[src/rtl/desc_burst_pkg.sv]
package desc_burst_pkg;
  typedef enum logic {
    ST_IDLE = 1'b0,
    ST_BEAT = 1'b1
  } burst_state_e;
endpackage

[src/rtl/desc_store.sv]
module desc_store #(
  parameter int DATA_W = 32,
  parameter int DEPTH  = 8,
  localparam int AW    = $clog2(DEPTH),
  localparam int CNT_W = $clog2(DEPTH + 1)
) (
  input  logic              clk,
  input  logic              rst,
  input  logic              wr_en,
  input  logic [DATA_W-1:0] wr_data,
  input  logic              rd_en,
  output logic [DATA_W-1:0] rd_data,
  output logic [CNT_W-1:0]  count,
  output logic              full
);
  logic [DATA_W-1:0] mem [DEPTH];
  logic [AW-1:0]     wr_idx, rd_idx;
  logic              do_wr, do_rd;

  assign full    = (count == CNT_W'(DEPTH));
  assign do_wr   = wr_en && !full;
  assign do_rd   = rd_en && (count != '0);
  assign rd_data = mem[rd_idx];

  always_ff @(posedge clk) begin
    if (do_wr) mem[wr_idx] <= wr_data;
  end

  always_ff @(posedge clk) begin
    if (rst) begin
      wr_idx <= '0;
      rd_idx <= '0;
      count  <= '0;
    end else begin
      if (do_wr) wr_idx <= wr_idx + AW'(1);
      if (do_rd) rd_idx <= rd_idx + AW'(1);
      case ({do_wr, do_rd})
        2'b10:   count <= count + CNT_W'(1);
        2'b01:   count <= count - CNT_W'(1);
        default: count <= count;
      endcase
    end
  end

  assert_no_overflow_R8: assert property (@(posedge clk) disable iff (rst)
    count <= CNT_W'(DEPTH));

  assert_full_push_keeps_count_R8: assert property (@(posedge clk) disable iff (rst)
    (full && wr_en && !rd_en) |=> (count == CNT_W'(DEPTH)));
endmodule

[src/rtl/ring_space.sv]
module ring_space #(
  parameter int PTR_W = 10
) (
  input  logic [PTR_W-1:0] rd_ptr,
  input  logic [PTR_W-1:0] wr_ptr,
  input  logic [PTR_W:0]   size,
  output logic [PTR_W:0]   free
);
  logic [PTR_W+1:0] raw;

  always_comb begin
    raw = {2'b00, rd_ptr} + {1'b0, size} - {2'b00, wr_ptr} - (PTR_W+2)'(1);
    if (raw >= {1'b0, size}) raw = raw - {1'b0, size};
    free = raw[PTR_W:0];
  end
endmodule

[src/rtl/desc_burst_fifo.sv]
module desc_burst_fifo
  import desc_burst_pkg::*;
#(
  parameter int DATA_W = 32,
  parameter int DEPTH  = 8,
  parameter int HWM    = 6,
  parameter int PTR_W  = 10,
  localparam int CNT_W = $clog2(DEPTH + 1)
) (
  input  logic              clk,
  input  logic              rst,
  input  logic              push_valid,
  input  logic [DATA_W-1:0] push_data,
  input  logic              coalesce_en,
  input  logic [PTR_W-1:0]  host_rd_ptr,
  input  logic [PTR_W:0]    ring_size,
  output logic              burst_start,
  output logic [PTR_W-1:0]  burst_idx,
  output logic [CNT_W-1:0]  burst_len,
  output logic              beat_valid,
  output logic [DATA_W-1:0] beat_data,
  input  logic              beat_ready,
  output logic [PTR_W-1:0]  wr_ptr,
  output logic              wr_done,
  output logic              wr_err,
  output logic              push_ovf
);
  burst_state_e     state;
  logic [CNT_W-1:0] count;
  logic             full;
  logic [PTR_W:0]   free;
  logic [PTR_W-1:0] cursor;
  logic [PTR_W-1:0] cursor_nxt;
  logic [CNT_W-1:0] remaining;
  logic             beat_fire;
  logic             due;
  logic [CNT_W-1:0] take;

  assign beat_valid = (state == ST_BEAT);
  assign beat_fire  = beat_valid && beat_ready;

  desc_store #(.DATA_W(DATA_W), .DEPTH(DEPTH)) store_i (
    .clk     (clk),
    .rst     (rst),
    .wr_en   (push_valid),
    .wr_data (push_data),
    .rd_en   (beat_fire),
    .rd_data (beat_data),
    .count   (count),
    .full    (full)
  );

  ring_space #(.PTR_W(PTR_W)) space_i (
    .rd_ptr (host_rd_ptr),
    .wr_ptr (wr_ptr),
    .size   (ring_size),
    .free   (free)
  );

  always_comb begin
    due = coalesce_en ? (count >= CNT_W'(HWM)) : (count != '0);
    if ({{(PTR_W+1-CNT_W){1'b0}}, count} <= free) take = count;
    else take = CNT_W'(free);
    if (({1'b0, cursor} + (PTR_W+1)'(1)) >= ring_size) cursor_nxt = '0;
    else cursor_nxt = cursor + PTR_W'(1);
  end

  always_ff @(posedge clk) begin
    if (rst) begin
      state       <= ST_IDLE;
      wr_ptr      <= '0;
      cursor      <= '0;
      remaining   <= '0;
      burst_start <= 1'b0;
      burst_idx   <= '0;
      burst_len   <= '0;
      wr_done     <= 1'b0;
      wr_err      <= 1'b0;
      push_ovf    <= 1'b0;
    end else begin
      burst_start <= 1'b0;
      wr_done     <= 1'b0;
      wr_err      <= 1'b0;
      push_ovf    <= push_valid && full;
      case (state)
        ST_IDLE: begin
          if (due) begin
            if (free == '0) begin
              wr_err <= 1'b1;
            end else begin
              state       <= ST_BEAT;
              burst_start <= 1'b1;
              burst_idx   <= wr_ptr;
              burst_len   <= take;
              cursor      <= wr_ptr;
              remaining   <= take;
            end
          end
        end
        ST_BEAT: begin
          if (beat_ready) begin
            cursor    <= cursor_nxt;
            remaining <= remaining - CNT_W'(1);
            if (remaining == CNT_W'(1)) begin
              state   <= ST_IDLE;
              wr_ptr  <= cursor_nxt;
              wr_done <= 1'b1;
            end
          end
        end
        default: state <= ST_IDLE;
      endcase
    end
  end

  assert_hwm_wait_R2: assert property (@(posedge clk) disable iff (rst)
    (burst_start && $past(coalesce_en)) |-> ($past(count) >= CNT_W'(HWM)));

  assert_len_nonzero_R3: assert property (@(posedge clk) disable iff (rst)
    burst_start |-> (burst_len != '0 && burst_len <= CNT_W'(DEPTH)));

  assert_err_no_advance_R5: assert property (@(posedge clk) disable iff (rst)
    wr_err |-> (!beat_valid && $stable(wr_ptr)));

  assert_done_moves_ptr_R6: assert property (@(posedge clk) disable iff (rst)
    (wr_done && $past(burst_len) != '0) |-> !beat_valid);

  assert_hold_on_stall_R10: assert property (@(posedge clk) disable iff (rst)
    (beat_valid && !beat_ready) |=> (beat_valid && $stable(beat_data)));

  assert_idx_in_ring_R9: assert property (@(posedge clk) disable iff (rst)
    burst_start |-> ({1'b0, burst_idx} < ring_size));
endmodule

[config.mk]
export PLATFORM = sky130hd
export DESIGN_NAME = desc_burst_fifo
export DESIGN_NICKNAME = d
export VERILOG_FILES = /design/src/rtl/desc_burst_pkg.sv /design/src/rtl/desc_store.sv /design/src/rtl/ring_space.sv /design/src/rtl/desc_burst_fifo.sv
export SDC_FILE = /design/constraint.sdc
export NUM_CORES = 1
export LEC_CHECK = 0
export BUFFER_PORTS_ARGS = -buffer_cell sky130_fd_sc_hd__buf_2
export CORE_MARGIN = 1.5
export CORE_UTILIZATION = 50
export CTS_BUF_LIST = sky130_fd_sc_hd__clkbuf_8 sky130_fd_sc_hd__clkbuf_16
export CTS_CLUSTER_DIAMETER = 120
export DETAILED_ROUTE_END_ITERATION = 8
export PLACE_DENSITY_LB_ADDON = 0.05
export RECOVER_POWER = 100
export SLEW_MARGIN = 10
export SYNTH_ARGS = -nofsm -noshare
export SYNTH_HDL_FRONTEND = slang
export SYNTH_SLANG_ARGS = --single-unit
[constraint.sdc]
create_clock -name clk -period 12.4 [get_ports clk]
set_input_delay 1.24 -clock clk [delete_from_list [all_inputs] [get_ports clk]]
set_output_delay 1.24 -clock clk [all_outputs]
set_load 0.01 [all_outputs]
==> metrics.md <==
| Metric | Value |
|---|---|
| Share of layout cells above drive strength 1 | `0.181` |
| Post-cts hold buffer count | `0` |
| CP endpoint kind | `register` |
| Gate count of the mapped netlist | `904` |
| Reg2reg path depth | `20` |
| Core area | `27700 sq um` |
| Root cell of the clock tree | `sky130_fd_sc_hd__clkbuf_16` |
| Warnings from Yosys | `0` |
| Via count of the first global-routing pass | `7985` |
| Routed wire length | `29500 um` |
| CP peak stage delay | `a little over 0.8 ns` |
| Syn-to-layout area delta | `13.5%` |
| Smallest setup slack after layout | `roughly 5.1 ns` |
| Number of nets produced by synthesis | `1020` |
| DRC violation count after routing | `0` |
| Hold path start | `burst_idx[7]` |
| Cell Int Power | `1.88 mW` |
| Setup Fix Bufs, Post-CTS | `0` |
| Minimum setup slack after placement | `5.81 ns` |
| Share of flip-flops with an asynchronous set or reset after synthesis | `0` |
| Post-layout instance count excluding filler cells | `approximately 1400` |
| Number of distinct library cell variants in the gate-level netlist after synthesis | `70` |
| Avg Cell Area, Syn | `15.5 sq um` |
| Crit-path max FO | `17` |
| Average wire per standard cell | `20.5 um` |
| Most frequently used flop master after synthesis | `sky130_fd_sc_hd__edfxtp_1` |
| Overall routing resource usage | `0.210` |
| Number of nets with antenna violations after routing | `0` |
| Share of Yosys cell area claimed by the top area cell type | `0.548` |
| Total via count after detailed routing | `7918` |
| Crit-path slowest cell | `sky130_fd_sc_hd__clkbuf_1` |
| Kind of start point of the critical path | `input port` |
| Sum of negative setup slack | `0 ns` |
| Share of the cycle needed by the critical path after routing | `0.585` |
| Number of cells on the worst hold path | `2` |
| Initial Util | `0.507` |
| Worst min-delay path category | `register to register` |
| Fmax | `138 MHz` |
| Setup repair after global routing missed its margin | `false` |
| Most used standard cells in the synthesized netlist | `256 x sky130_fd_sc_hd__edfxtp_1, 64 x sky130_fd_sc_hd__mux4_2, 56 x sky130_fd_sc_hd__dfxtp_1` |
| Maximum count of clock buffers along a single path | `3` |
| TritonCTS clock tree | `yes` |
| Violations in the final reports | `max-capacitance violations, max-slew violations` |
| Final number of setup-violating endpoints | `0` |
| CTS-repair resized insts | `0` |
| Combined area of the multi-input logic cells | `4780 sq um` |
| HPWL Detailed | `18400 um` |
| DRC marker count from the first detailed-route iteration | `510` |
| Antenna violations before repair | `0` |
| Max-slew violation count | `264` |
| Pwr dens | `156 nW/um^2` |
| FF+latch count, synth | `between 300 and 400` |
| Synth area leaders | `sky130_fd_sc_hd__edfxtp_1 55%, sky130_fd_sc_hd__mux4_2 10%, sky130_fd_sc_hd__dfxtp_1 8.0%, sky130_fd_sc_hd__ha_1 4.0%, sky130_fd_sc_hd__mux2_2 2.6%` |
| Type of the worst setup path | `input port to register` |
| Height of the die | `171 um` |
| Count of filler cells inserted in the layout | `2249` |
| Area of placed instances | `15100 sq um` |
| Pre-Repair DR Iteration Count | `5` |
| Die extent in x | `171 um` |
| Number of vias per cell | `5.50` |
| Row count | `61` |
| Count of antenna diodes in the layout | `0` |
| Number of buffers and inverters on the critical path | `4` |
| Number of max-capacitance violations reported | `9` |
| Post-synth design cell area | `14000 sq um` |
| Final critical path time including I/O delays and setup | `roughly 7.3 ns` |
| Die area | `roughly 29000 sq um` |
| Sequential cell area in the final layout | `~8800 sq um` |
| Result of the run | `finished with violations` |
| Transition time at the pin with the least slew margin | `3.36 ns` |
| Final Cell Area | `between 15000 and 20000 sq um` |
| Peak VDD IR | `0.134 mV` |
| Final weighted congestion in routability-driven placement | `slightly below 0.9` |
| Top delay family on crit path | `compound AO/OA/AOI/OAI gates` |
| DP Cell Count | `1378` |
| Smallest hold slack | `roughly 0.46 ns` |
| Max-slew headroom | `-1.24` |
| Post-layout nets | `approximately 1200` |
| Part of the Yosys area used for sequential elements | `0.628` |
| Number of buffers inserted during clock tree synthesis | `34` |
| Worst R2R End | `cursor[2]` |
| Logic pwr share | `0.129` |
| Clk network pwr share | `0.398` |
| # IOs | `around 120` |
| EDFF count, synth | `between 200 and 300` |
| Total design power | `2.48 mW` |
| Worst Hold End | `burst_idx[7]` |
| Wire length of the first global-routing pass | `45700 um` |
| Fin. Hold Viols | `0` |
| Latest clock arrival within the worst-skew pair | `0.52 ns` |
| Post-synth top area cell | `sky130_fd_sc_hd__edfxtp_1` |
| GRT overflow | `0` |
| Crit path DAT | `around 7.7 ns` |
| Static power due to leakage | `roughly 5.4 nW` |
| Post-layout utilization of the core | `0.575` |
| FF-to-FF setup slack | `5.54 ns` |
| Seq pwr share | `0.473` |
| Net switching power figure | `0.604 mW` |
| Ordered cell list for the critical path | `buf_2 -> inv_1 -> fa_1 -> inv_1 -> ha_1 -> a211oi_1 -> o21bai_1 -> o41ai_1 -> o21ai_0 -> xor2_1 -> ha_1 -> nand3_1 -> nor3_1 -> a31o_1 -> a211o_2 -> nor2_1 -> nor4_1 -> nor2_1 -> o31a_1 -> clkbuf_1 -> a21oi_1 -> o32ai_1` |
| Largest net degree at the start of global routing | `47` |
| Clock sink total | `around 310` |
| Endpoint required time on the critical path | `12.81 ns` |
| Clock skew after layout | `0.0180 ns` |
| CTS H-Tree Depth | `2` |
| Launch point of the worst reg-to-reg path | `wr_ptr[2]` |
| Cell with the most instances after synthesis | `sky130_fd_sc_hd__edfxtp_1` |
| Clock input transition at the sequential cells of the worst setup and hold paths | `0.06 ns` |
| Total of buffers placed on input and output ports | `118` |
| Net switching fraction of the power | `0.243` |
-- power groups by stage --
stage          sequential [mW]  clock [mW]  combinational, mW
2_1_floorplan             1.19           0              0.249
3_3_place_gp              1.19           0              0.337
3_5_place_dp              1.19           0              0.338
4_1_cts                   1.17        1.01              0.340
5_1_grt                   1.18        1.05              0.361
6_report                  1.17       0.987              0.321
-- worst max-delay path by stage --
stage                   start           end  cells past startpoint
3_5_place_dp     ring_size[1]  remaining[0]                     26
5_1_grt          ring_size[2]     cursor[4]                     22
6_report         ring_size[2]     cursor[2]                     22
2_1_floorplan  host_rd_ptr[1]  remaining[1]                     25
3_3_place_gp     ring_size[2]  remaining[0]                     27
4_1_cts          ring_size[2]  remaining[0]                     27
-- sequential cells by signal, indices dropped and copies added, names as in the netlist, named ones only --
register / flops
remaining: 4
store_i.rd_idx: 3
wr_ptr: 10
store_i.mem: 256
cursor: 10
wr_err: 1
store_i.wr_idx: 3
burst_start: 1
burst_idx: 10
burst_len: 4
store_i.count: 4
beat_valid: 1
push_ovf: 1
wr_done: 1
-- cells by family (layout without fill, tap and decap cells) --
group	after synthesis	in the layout	synth area share
flops	312	312	0.628
simple gates	163	163	0.0554
compound gates	133	133	0.0716
mux	109	109	0.138
buf+inv	94	252	0.0275
fa+ha+maj	58	58	0.0587
xor+xnor	35	35	0.0218
-- cell type report --
type / count / area share
tap: 378 / 0.0297
timing repair buffer: 134 / 0.0343
clock buffer: 40 / 0.0593
inverter: 56 / 0.0132
multi-input combinational: 498 / 0.300
clock inverter: 22 / 0.0104
sequential: 312 / 0.553
-- tightest hold or removal path: cells and delay by family, from the launching register on --
| kind | cells | cell delay, ns |
|---|---|---|
| AO/OA/AOI/OAI | 1 | 0.05 |
| AND/OR/NAND/NOR | 1 | 0.05 |
| flip-flops | 1 | 0.31 |
-- cells in the final DEF (no fill, tap or decap), drive strengths merged, types with 3 or more instances in the layout --
master,count
a31oi,4
buf,33
nand2b,10
edfxtp,256
mux4,64
fa,13
nand3,21
mux2,32
dfxtp,56
o21ai,21
a211oi,10
o31a,3
xor2,17
mux2i,13
o21a,4
nor2b,5
clkinv,9
clkbuf,141
ha,45
o32ai,3
or2,3
a32o,7
nand2,47
xnor2,18
nor2,48
o211ai,4
nor3,14
a21oi,45
and3,4
o21bai,3
inv,67
a311oi,4
a21o,5
-- metal layers --
metal | track usage | up-vias | routed length, um
met5 | 0 | - | 0
met4 | 0.0485 | 0 | 521
met3 | 0.0324 | 44 | 1470
met2 | 0.341 | 192 | 13900
met1 | 0.301 | 3947 | 13500
li1 | - | 3735 | -
Note: power is estimated with default switching activity, not from simulation.
